`config.mk`:
```
export PLATFORM = sky130hd
export DESIGN_NAME = frame_ack_seq
export DESIGN_NICKNAME = d
export VERILOG_FILES = /design/src/rtl/frame_ack_pkg.sv /design/src/rtl/field_shift.sv /design/src/rtl/ack_judge.sv /design/src/rtl/frame_ack_seq.sv
export SDC_FILE = /design/constraint.sdc
export NUM_CORES = 1
export LEC_CHECK = 0
export BUFFER_PORTS_ARGS = -buffer_cell sky130_fd_sc_hd__buf_2
export CORE_ASPECT_RATIO = 0.75
export CORE_MARGIN = 2
export CORE_UTILIZATION = 55
export DETAILED_ROUTE_END_ITERATION = 12
export PLACE_DENSITY = 0.75
export REMOVE_ABC_BUFFERS = 1
export SYNTH_ARGS = -nofsm -noshare
export SYNTH_HDL_FRONTEND = slang
export SYNTH_HIERARCHICAL = 1
export SYNTH_SLANG_ARGS = --single-unit
```
`constraint.sdc`:
```
create_clock -name clk_i -period 4.07 [get_ports clk_i]
set_clock_uncertainty 0.15 [all_clocks]
set_input_delay 0.407 -clock clk_i [delete_from_list [all_inputs] [get_ports clk_i]]
set_output_delay 0.407 -clock clk_i [all_outputs]
set_load 0.005 [all_outputs]
```
`src/rtl/frame_ack_pkg.sv`:
```
package frame_ack_pkg;
  typedef enum logic [1:0] {ST_IDLE, ST_FIELD, ST_ACK} seq_st_e;
  typedef enum logic [2:0] {F_MADDR, F_SADDR, F_CTRL, F_LEN, F_DATA} fld_e;
  typedef enum logic [2:0] {
    C_NONE     = 3'd0,
    C_ADDR_PAR = 3'd1,
    C_TIMING   = 3'd2,
    C_NO_MATCH = 3'd3,
    C_CTRL_PAR = 3'd4,
    C_LEN_PAR  = 3'd5,
    C_DATA_PAR = 3'd6
  } cause_e;
endpackage

```
`src/rtl/field_shift.sv`:
```
module field_shift #(
  parameter int SH_W  = 12,
  parameter int CNT_W = 4
) (
  input  logic             clk_i,
  input  logic             rst_ni,
  input  logic             clr_i,
  input  logic             shift_i,
  input  logic             is_par_i,
  input  logic             bit_i,
  output logic [SH_W-1:0]  data_o,
  output logic [CNT_W-1:0] cnt_o,
  output logic             par_o
);
  always_ff @(posedge clk_i or negedge rst_ni) begin
    if (!rst_ni) begin
      data_o <= '0;
      cnt_o  <= '0;
      par_o  <= 1'b0;
    end else if (clr_i) begin
      data_o <= '0;
      cnt_o  <= '0;
      par_o  <= 1'b0;
    end else if (shift_i) begin
      cnt_o <= cnt_o + 1'b1;
      par_o <= par_o ^ bit_i;
      if (!is_par_i) data_o <= {data_o[SH_W-2:0], bit_i};
    end
  end
endmodule

```
`src/rtl/ack_judge.sv`:
```
module ack_judge
  import frame_ack_pkg::*;
(
  input  fld_e   fld_i,
  input  logic   par_err_i,
  input  logic   ma_err_i,
  input  logic   tmo_i,
  input  logic   match_i,
  input  logic   bcast_i,
  output logic   nak_o,
  output cause_e cause_o
);
  always_comb begin
    cause_o = C_NONE;
    if (tmo_i) cause_o = C_TIMING;
    else begin
      unique case (fld_i)
        F_SADDR: begin
          if (ma_err_i || par_err_i)   cause_o = C_ADDR_PAR;
          else if (!bcast_i && !match_i) cause_o = C_NO_MATCH;
        end
        F_CTRL:  if (par_err_i) cause_o = C_CTRL_PAR;
        F_LEN:   if (par_err_i) cause_o = C_LEN_PAR;
        F_DATA:  if (par_err_i) cause_o = C_DATA_PAR;
        default: cause_o = C_NONE;
      endcase
    end
    nak_o = (cause_o != C_NONE);
  end
endmodule

```
`src/rtl/frame_ack_seq.sv`:
```
module frame_ack_seq
  import frame_ack_pkg::*;
#(
  parameter int MA_W = 12,
  parameter int SA_W = 12,
  parameter int CT_W = 4,
  parameter int LN_W = 8,
  parameter int DB_W = 8
) (
  input  logic            clk_i,
  input  logic            rst_ni,
  input  logic            frame_start_i,
  input  logic            bcast_i,
  input  logic [SA_W-1:0] own_addr_i,
  input  logic [LN_W-1:0] max_bytes_i,
  input  logic            bit_valid_i,
  input  logic            bit_i,
  input  logic            timing_err_i,
  output logic            ack_pend_o,
  output logic            ack_bit_o,
  output logic            abort_o,
  output logic [2:0]      cause_o,
  output logic            done_o,
  output logic            byte_valid_o,
  output logic [DB_W-1:0] byte_o
);
  localparam int W01   = (MA_W > SA_W) ? MA_W : SA_W;
  localparam int W23   = (CT_W > LN_W) ? CT_W : LN_W;
  localparam int W03   = (W01 > W23) ? W01 : W23;
  localparam int SH_W  = (W03 > DB_W) ? W03 : DB_W;
  localparam int CNT_W = $clog2(SH_W + 1);

  function automatic logic [CNT_W-1:0] fld_width(fld_e f);
    case (f)
      F_MADDR: return CNT_W'(MA_W);
      F_SADDR: return CNT_W'(SA_W);
      F_CTRL:  return CNT_W'(CT_W);
      F_LEN:   return CNT_W'(LN_W);
      default: return CNT_W'(DB_W);
    endcase
  endfunction

  seq_st_e         st_q;
  fld_e            fld_q;
  logic            bcast_q, tmo_q, ma_err_q, nak_q;
  cause_e          cause_q;
  logic [LN_W-1:0] limit_q, bcnt_q;
  logic [DB_W-1:0] byte_q;

  logic [SH_W-1:0]  sh_data;
  logic [CNT_W-1:0] sh_cnt;
  logic             sh_par;
  logic             is_par, shift, clr, par_err, nak;
  cause_e           cause;
  logic [LN_W-1:0]  len_val;
  logic [LN_W:0]    bcnt_nx;

  assign is_par  = (sh_cnt == fld_width(fld_q));
  assign shift   = (st_q == ST_FIELD) && bit_valid_i && !frame_start_i;
  assign clr     = frame_start_i || (shift && is_par);
  assign par_err = sh_par ^ bit_i;
  assign len_val = sh_data[LN_W-1:0];
  assign bcnt_nx = {1'b0, bcnt_q} + 1'b1;

  field_shift #(.SH_W(SH_W), .CNT_W(CNT_W)) u_shift (
    .clk_i   (clk_i),
    .rst_ni  (rst_ni),
    .clr_i   (clr),
    .shift_i (shift),
    .is_par_i(is_par),
    .bit_i   (bit_i),
    .data_o  (sh_data),
    .cnt_o   (sh_cnt),
    .par_o   (sh_par)
  );

  ack_judge u_judge (
    .fld_i    (fld_q),
    .par_err_i(par_err),
    .ma_err_i (ma_err_q),
    .tmo_i    (tmo_q || timing_err_i),
    .match_i  (sh_data[SA_W-1:0] == own_addr_i),
    .bcast_i  (bcast_q),
    .nak_o    (nak),
    .cause_o  (cause)
  );

  always_ff @(posedge clk_i or negedge rst_ni) begin
    if (!rst_ni) begin
      st_q         <= ST_IDLE;
      fld_q        <= F_MADDR;
      bcast_q      <= 1'b0;
      tmo_q        <= 1'b0;
      ma_err_q     <= 1'b0;
      nak_q        <= 1'b0;
      cause_q      <= C_NONE;
      limit_q      <= '0;
      bcnt_q       <= '0;
      byte_q       <= '0;
      abort_o      <= 1'b0;
      cause_o      <= 3'd0;
      done_o       <= 1'b0;
      byte_valid_o <= 1'b0;
      byte_o       <= '0;
    end else begin
      abort_o      <= 1'b0;
      done_o       <= 1'b0;
      byte_valid_o <= 1'b0;
      if (frame_start_i) begin
        st_q     <= ST_FIELD;
        fld_q    <= F_MADDR;
        bcast_q  <= bcast_i;
        tmo_q    <= 1'b0;
        ma_err_q <= 1'b0;
        nak_q    <= 1'b0;
      end else begin
        if (st_q != ST_IDLE && timing_err_i) tmo_q <= 1'b1;
        if (shift && is_par) begin
          if (fld_q == F_MADDR) begin
            ma_err_q <= par_err;
            fld_q    <= F_SADDR;
          end else begin
            st_q    <= ST_ACK;
            nak_q   <= nak;
            cause_q <= cause;
            if (fld_q == F_LEN)
              limit_q <= (len_val < max_bytes_i) ? len_val : max_bytes_i;
            if (fld_q == F_DATA) byte_q <= sh_data[DB_W-1:0];
          end
        end else if (st_q == ST_ACK && bit_valid_i) begin
          tmo_q <= 1'b0;
          if (nak_q) begin
            abort_o <= 1'b1;
            cause_o <= cause_q;
            st_q    <= ST_IDLE;
          end else begin
            st_q <= ST_FIELD;
            unique case (fld_q)
              F_SADDR: fld_q <= F_CTRL;
              F_CTRL:  fld_q <= F_LEN;
              F_LEN: begin
                bcnt_q <= '0;
                fld_q  <= F_DATA;
                if (limit_q == '0) begin
                  done_o <= 1'b1;
                  st_q   <= ST_IDLE;
                end
              end
              default: begin
                byte_valid_o <= 1'b1;
                byte_o       <= byte_q;
                bcnt_q       <= bcnt_nx[LN_W-1:0];
                if (bcnt_nx == {1'b0, limit_q}) begin
                  done_o <= 1'b1;
                  st_q   <= ST_IDLE;
                end
              end
            endcase
          end
        end
      end
    end
  end

  assign ack_pend_o = (st_q == ST_ACK);
  assign ack_bit_o  = (st_q == ST_ACK) && (bcast_q || nak_q);
endmodule

```
==> results.json, run 1 <==
{
  "cts_num_sinks": 67,
  "clk_latency_ns": 0.34,
  "post_cts_buffers": 0,
  "crit_arrival_ns": 2.70,
  "grt_usage_pct": 22.1,
  "slew_viol_final": 0,
  "cts_tree": "yes",
  "setup_violations": 0,
  "grt_overflow": 0,
  "cp_num_cells": 7,
  "boundaryPins": 43,
  "synthFlopType": "dfrtp_1",
  "wl_per_cell_um": 15.3,
  "drt_iter0_drc": 126,
  "crit_slowest_cell": "or4b_1",
  "totalWireLength_um": 7350,
  "antenna_found_initial": 0,
  "critPathTopFamily": "simple AND/OR/NAND/NOR gates",
  "ir_drop_mv": 0.266,
  "status": "finished clean",
  "synthCells": 358,
  "critical_path_required_ns": 4.14,
  "ys_warn_count": 6,
  "p_clk_share_pct": 41.8,
  "cts-resized-gates": 0,
  "cp-end-kind": "register",
  "die_x_um": 97.8,
  "rsz0062_at_grt": "no",
  "dp.cells": 466,
  "start_kind": "register",
  "power.density_nw_per_um2": 318,
  "max_freq_ghz": 0.380,
  "fin_cells": 481,
  "power.internal_uw": 1000,
  "synthDistinctLibCells": 57,
  "syn_area_um2": 3630,
  "max-cap-violations": 0,
  "post-place-ws_ns": 1.43,
  "cpPeakStageDelay_ns": 0.51,
  "layout-drive-gt1-share_pct": 23.3,
  "die-area_um2": 7270,
  "grt_pass1_wl_um": 12600,
  "placed_area_um2": 3850,
  "vias_per_cell": 5.68,
  "p_seq_share_pct": 52.6,
  "cts-root-buf": "clkbuf_8",
  "nNetsFinal": 432,
  "grt_pass1_vias": 2568,
  "crit_fanout": 6,
  "cts_buffers": 9,
  "postSynth.asyncResetShare_pct": 100,
  "totalPowerFinal_mw": 1.29,
  "fin_ws_ns": 1.44,
  "crit_chain": "xnor2_1 -> nand4_1 -> nor3_1 -> nor2_1 -> o311a_1 -> or4b_1 -> mux2_4",
  "clkTransAtPathRegs_ns": 0.07,
  "grt_max_degree": 40,
  "clk_path_buf_depth": 2,
  "firstDrtPassIters": 4,
  "reg2reg_depth": 7,
  "rows": 25,
  "finalCritPeriodShare_pct": 64.6,
  "post-dp-hpwl_um": 5300,
  "p_leak_nw": 1.94,
  "min_period_ns": 2.63,
  "start_util_pct": 57.2,
  "area.growth.synth_to_final_pct": 11.5,
  "port_buffers": 42,
  "vias": 2734,
  "worstSetupPathType": "register to register",
  "relSlewSlack_pct": 40.3,
  "postRouteAntennaNets": 0,
  "n_antenna_cell": 0,
  "hold_path_class": "input port to async pin",
  "nFillCells": 535,
  "h-tree-depth": 3,
  "coreArea_um2": 6350,
  "ys_ff_latch": 67,
  "cp_num_buf_inv": 0,
  "drc_errors": 0,
  "comb_power_share_pct": 5.6,
  "ctsHoldBuffers": 0,
  "hold_violations": 0,
  "sw_frac_of_total_pct": 22.3,
  "worst_pin_slew_ns": 0.896,
  "yosysSeqAreaShare_pct": 46.2,
  "final_cell_area_um2": 4050,
  "synth-edff-count": 0,
  "switchingPower_uw": 288,
  "routabilityCongestion": 0.842,
  "synth.avg_cell_area_um2": 10.1,
  "die_h_um": 74.4,
  "tns_ns": 0
}
## layer usage
metal	global-route usage (%)	vias to the layer above	part of all wire, %	routed length [um]
li1	-	1321	-	-
met5	0	-	0	0
met4	6.48	0	0.97	71
met3	6.86	5	5.7	421
met1	30.4	1348	48	3500
met2	34.6	60	46	3360
## registers in the layout, summed over array words and instances (netlist names)
name            count
u_shift/cnt_o       4
byte_valid_o        1
bcnt_q              8
cause_o             3
ma_err_q            1
fld_q               3
cause_q             3
abort_o             1
bcast_q             1
limit_q             8
done_o              1
u_shift/par_o       1
byte_o              8
tmo_q               1
byte_q              8
st_q                2
u_shift/data_o     12
nak_q               1
## layout by cell type, fill, tap and decap left out, types with 2 or more instances in the layout
cell type   n
nand2b_1    6
o31ai_1     2
a21oi_1    29
nor2b_1     6
nand3_1     4
dfrtp_1    67
a41o_1      2
mux2_2     21
buf_2      42
clkbuf_8   14
inv_1      11
nand2_1    38
xor2_1      9
and2_1      2
nor3b_1     5
o21a_1      3
nand4_1     7
a31oi_1     2
nor3_1      6
ha_1        9
nor2_1     31
o41ai_1     2
xnor2_1    20
mux2i_1    11
o21ai_0    15
mux2_4      4
or4b_1      2
nor4_1      2
## synth_stat cells, types with 2 or more instances
master	instances	area share (%)
a21oi_1	29	4.0
a31oi_1	2	0.34
a41o_1	2	0.55
and2_1	2	0.34
buf_2	7	0.96
buf_4	2	0.41
buf_6	3	0.93
clkbuf_1	3	0.31
dfrtp_1	67	46
ha_1	9	3.1
inv_1	11	1.1
mux2_2	21	6.5
mux2_4	4	1.7
mux2i_1	11	3.0
nand2_1	38	3.9
nand2b_1	6	1.0
nand3_1	4	0.55
nand4_1	7	1.2
nor2_1	31	3.2
nor2b_1	6	1.0
nor3_1	6	0.83
nor3b_1	5	1.0
nor4_1	2	0.34
o21a_1	3	0.62
o21ai_0	15	2.1
o31ai_1	2	0.41
o41ai_1	2	0.48
or4b_1	2	0.55
xnor2_1	20	4.8
xor2_1	9	2.2
## final cells by class
type,instances,area (um^2),area share [%]
Clock inverter,1,5.00,0.124
Multi-Input combinational cell,263,1810,44.7
Inverter,12,45.0,1.11
Tap cell,81,101,2.50
Timing Repair Buffer,43,218,5.38
Clock buffer,14,193,4.76
Sequential cell,67,1680,41.4
## per-stage QoR
step | utilization [%] | hold WS [ns]
floorplan | - | -0.0386
global placement | 60.6 | 0.317
detailed placement | 60.6 | 0.324
CTS | 63.7 | 0.0612
global route | 63.7 | 0.110
finish | 63.7 | 0.0333
## cell families (layout without fill, tap and decap cells)
group           Yosys count  after routing  synth area share (%)
xor+xnor                 29             29                  7.00
fa+ha+maj                 9              9                  3.10
mux                      36             36                  11.2
buf+inv                  28             70                  4.00
simple gates            124            124                  17.7
flops                    67             67                  46.2
compound gates           65             65                  10.8
## power groups by stage
stage / clock (mW) / combinational [mW] / sequential, mW
2_1_floorplan: 0 / 0.0343 / 0.687
3_3_place_gp: 0 / 0.0706 / 0.689
3_5_place_dp: 0 / 0.0730 / 0.689
4_1_cts: 0.548 / 0.0736 / 0.676
5_1_grt: 0.582 / 0.0826 / 0.677
6_report: 0.538 / 0.0724 / 0.677
## path summary, 6_finish.rpt
path / end / slack [ns] / from
hold / removal: bcnt_q[6] / 0.03 / rst_ni
setup / recovery: nak_q / 1.44 / u_shift/data_o[2]
setup reg to reg: nak_q / 1.44 / u_shift/data_o[2]
max in group asynchronous: u_shift/cnt_o[2] / 2.82 / rst_ni
min in group clk_i: bcast_q / 0.15 / bcast_i
hold reg to reg: tmo_q / 0.34 / tmo_q
No activity file was read; power rests on OpenSTA's default activity.
==> run 2: changes to the inputs <==
--- a/config.mk
+++ b/config.mk
@@ -5,10 +5,11 @@
 export SDC_FILE = /design/constraint.sdc
 export NUM_CORES = 1
 export LEC_CHECK = 0
+export ABC_AREA = 1
 export BUFFER_PORTS_ARGS = -buffer_cell sky130_fd_sc_hd__buf_2
 export CORE_ASPECT_RATIO = 0.75
 export CORE_MARGIN = 2
-export CORE_UTILIZATION = 55
+export CORE_UTILIZATION = 53
 export DETAILED_ROUTE_END_ITERATION = 12
 export PLACE_DENSITY = 0.75
 export REMOVE_ABC_BUFFERS = 1
==> constraint.sdc (replaced) <==
create_clock -name clk_i -period 2.1 [get_ports clk_i]
set_clock_uncertainty 0.15 [all_clocks]
set_input_delay 0.21 -clock clk_i [delete_from_list [all_inputs] [get_ports clk_i]]
set_output_delay 0.21 -clock clk_i [all_outputs]
set_load 0.005 [all_outputs]
==> run 2 against run 1 <==
Total power increased by 140%. Register-to-register slack got worse by 1.3 ns. Global-route usage increased by 0.38 points. Non-clock buffer count increased by 12. Core utilization decreased by 2.0 points. Maximum frequency increased by 32%. Area after synthesis increased by 7.2%. Largest power group unchanged. Clock power increased by 100%. Sequential power increased by 110%. Combinational power increased to 7.8 times the previous value.
==> results.json, run 2 <==
{
  "status": "finished clean",
  "clk_latency_ns": 0.35,
  "routabilityCongestion": 0.860,
  "synthFlopType": "dfrtp_1",
  "r2r_end": "limit_q[6]",
  "firstDrtPassIters": 6,
  "min_period_ns": 1.99,
  "crit_slowest_cell": "dfrtp_1",
  "crit_arrival_ns": 2.10,
  "start_kind": "register",
  "hold_path_class": "input port to register",
  "finalCritPeriodShare_pct": 94.6,
  "cts_buffers": 9,
  "nNetsFinal": 583,
  "vias": 3321,
  "synth.most_common_cell": "nand2_1",
  "h-tree-depth": 3,
  "critical_path_required_ns": 2.21,
  "crit_chain": "ha_1 -> a21oi_1 -> o21a_1 -> nand2_1 -> nand2_1 -> nand3_1 -> o21ai_0",
  "die-area_um2": 8050,
  "grt_pass1_wl_um": 14200,
  "boundaryPins": 43,
  "synth.avg_cell_area_um2": 7.91,
  "die_x_um": 103,
  "cp_num_cells": 7,
  "ys_warn_count": 6,
  "ys_ff_latch": 67,
  "synth_area_leader_cell": "dfrtp_1",
  "coreArea_um2": 7230,
  "synth_top_area_share_pct": 43.1,
  "worstSetupPathType": "register to register",
  "cp_num_buf_inv": 0,
  "postRouteAntennaNets": 0,
  "vias_per_cell": 5.09,
  "synthCells": 492,
  "power.density_nw_per_um2": 687,
  "drc_errors": 0,
  "layout-drive-gt1-share_pct": 21.2,
  "slew_viol_final": 0,
  "port_buffers": 42,
  "synthDistinctLibCells": 38,
  "final_common_cell": "nand2_1",
  "cts_num_sinks": 67,
  "hold_violations": 0,
  "holdPathEnd": "ma_err_q",
  "grt_max_degree": 30,
  "start_util_pct": 53.8,
  "syn_area_um2": 3890,
  "setup_violations": 0,
  "critPathTopFamily": "compound AO/OA/AOI/OAI gates",
  "top_register": "u_shift/data_o",
  "synthTopCellsByCount": "141 x nand2_1, 67 x dfrtp_1, 57 x inv_1",
  "wl_per_cell_um": 12.9,
  "ir_drop_mv": 0.368,
  "cts_tree": "yes",
  "relSlewSlack_pct": 62.0,
  "rows": 27,
  "clk_path_buf_depth": 2,
  "final_cell_mix": "140 x nand2_1, 65 x dfrtp_1, 57 x inv_1",
  "yosysSeqAreaShare_pct": 43.1,
  "synth.area.top_cells": "dfrtp_1 43%, nand2_1 14%, nand3_1 6.9%, inv_1 5.5%, o21ai_2 3.6%",
  "r2r_setup_slack_ns": 0.11,
  "grt_overflow": 0,
  "max-cap-violations": 0,
  "drt_iter0_drc": 166,
  "n_antenna_cell": 0,
  "synth-edff-count": 0,
  "grt_pass1_vias": 3129,
  "worst_pin_slew_ns": 0.570,
  "worst_path_most_repeated_cell": "nand2_1",
  "area.growth.synth_to_final_pct": 14.8,
  "hold_slack_ns": 0.0246,
  "antenna_found_initial": 0,
  "worst_r2r_startpoint": "u_shift/data_o[7]",
  "nFillCells": 655,
  "crit_fanout": 8,
  "max_freq_ghz": 0.504,
  "cts-root-buf": "clkbuf_8",
  "totalWireLength_um": 8410,
  "largest_reg_flops": 12,
  "grt_usage_pct": 22.5,
  "fin_util_pct": 61.8,
  "reg2reg_depth": 7,
  "post-dp-hpwl_um": 6210,
  "p_leak_nw": 2.38,
  "cpPeakStageDelay_ns": 0.45,
  "min_from": "frame_start_i",
  "hold_depth": 2,
  "cp-end-kind": "register",
  "postSynth.asyncResetShare_pct": 100,
  "die_h_um": 78.2,
  "clkTransAtPathRegs_ns": 0.08
}
==> run 2: cell count changes after synthesis, moves of 7 or more <==
cell,before,now
a21oi_1,29,13
buf_2,7,0
inv_1,11,57
inv_2,0,7
mux2_2,21,0
mux2i_1,11,0
nand2_1,38,141
nand3_1,4,54
o21ai_2,1,16
xor2_1,9,2
==> run 2: repair_timing <==
item | in CTS | in global routing
hold endpoints to repair | 22 | 0
setup buffers | 0 | 1
setup endpoints to repair | 0 | 26
hold buffers | 2 | 0
resized for setup | 0 | 8
==> run 2: cell families after synthesis <==
family,share of synthesized area (%)
and+or+nand+nor,31.7
xor gates and xnor gates,3.60
AOI/OAI and AO/OA,9.65
buffers and inverters,9.04
adders and majority gates,2.89
DFF,43.1
==> run 2: area by class of cell <==
class                   count  area (um^2)  area share, %
multi-input cells         349         1870           41.8
flip-flops and latches     67         1680           37.6
clock inverters             5         52.6           1.18
well taps                 101          126           2.83
repair buffers             55          350           7.84
clock buffers              11          141           3.17
inverters                  65          249           5.57
==> run 2: layer usage <==
metal | vias to the layer above | wire length, um | track usage [%]
met3 | 12 | 497 | 5.16
met1 | 1530 | 4180 | 33.3
met2 | 99 | 3630 | 33.2
met4 | 0 | 96 | 6.32
li1 | 1680 | - | -
met5 | - | 0 | 0
==> run 2: how the worst max path moves through the flow <==
stage                 startpoint           endpoint
3_3_place_gp            fld_q[0]          byte_o[6]
2_1_floorplan           fld_q[2]  u_shift/data_o[1]
3_5_place_dp            fld_q[0]          byte_o[6]
6_report       u_shift/data_o[7]         limit_q[6]
5_1_grt                 fld_q[1]   u_shift/cnt_o[1]
4_1_cts                 fld_q[0]          byte_o[6]
==> run 2: through the flow <==
stage          setup TNS [ns]  cells  setup slack [ns]  instance area, um^2  power, mW
4_1_cts                     0    652            0.0742                 4440       3.08
3_5_place_dp                0    634            0.0976                 4220       1.99
3_3_place_gp                0    634             0.156                 4220       1.97
6_report                    0    653             0.114                 4470       3.07
5_1_grt               -0.0129    653          -0.00951                 4470       3.22
2_1_floorplan               0    481             0.102                 3790       1.81
==> run 2: report_power, final <==
group          leakage [nW]  internal (mW)  switching (mW)
sequential            0.842           1.36          0.0645
clock                0.0991          0.575           0.509
combinational          1.44          0.206           0.357
total                  2.38           2.14           0.931
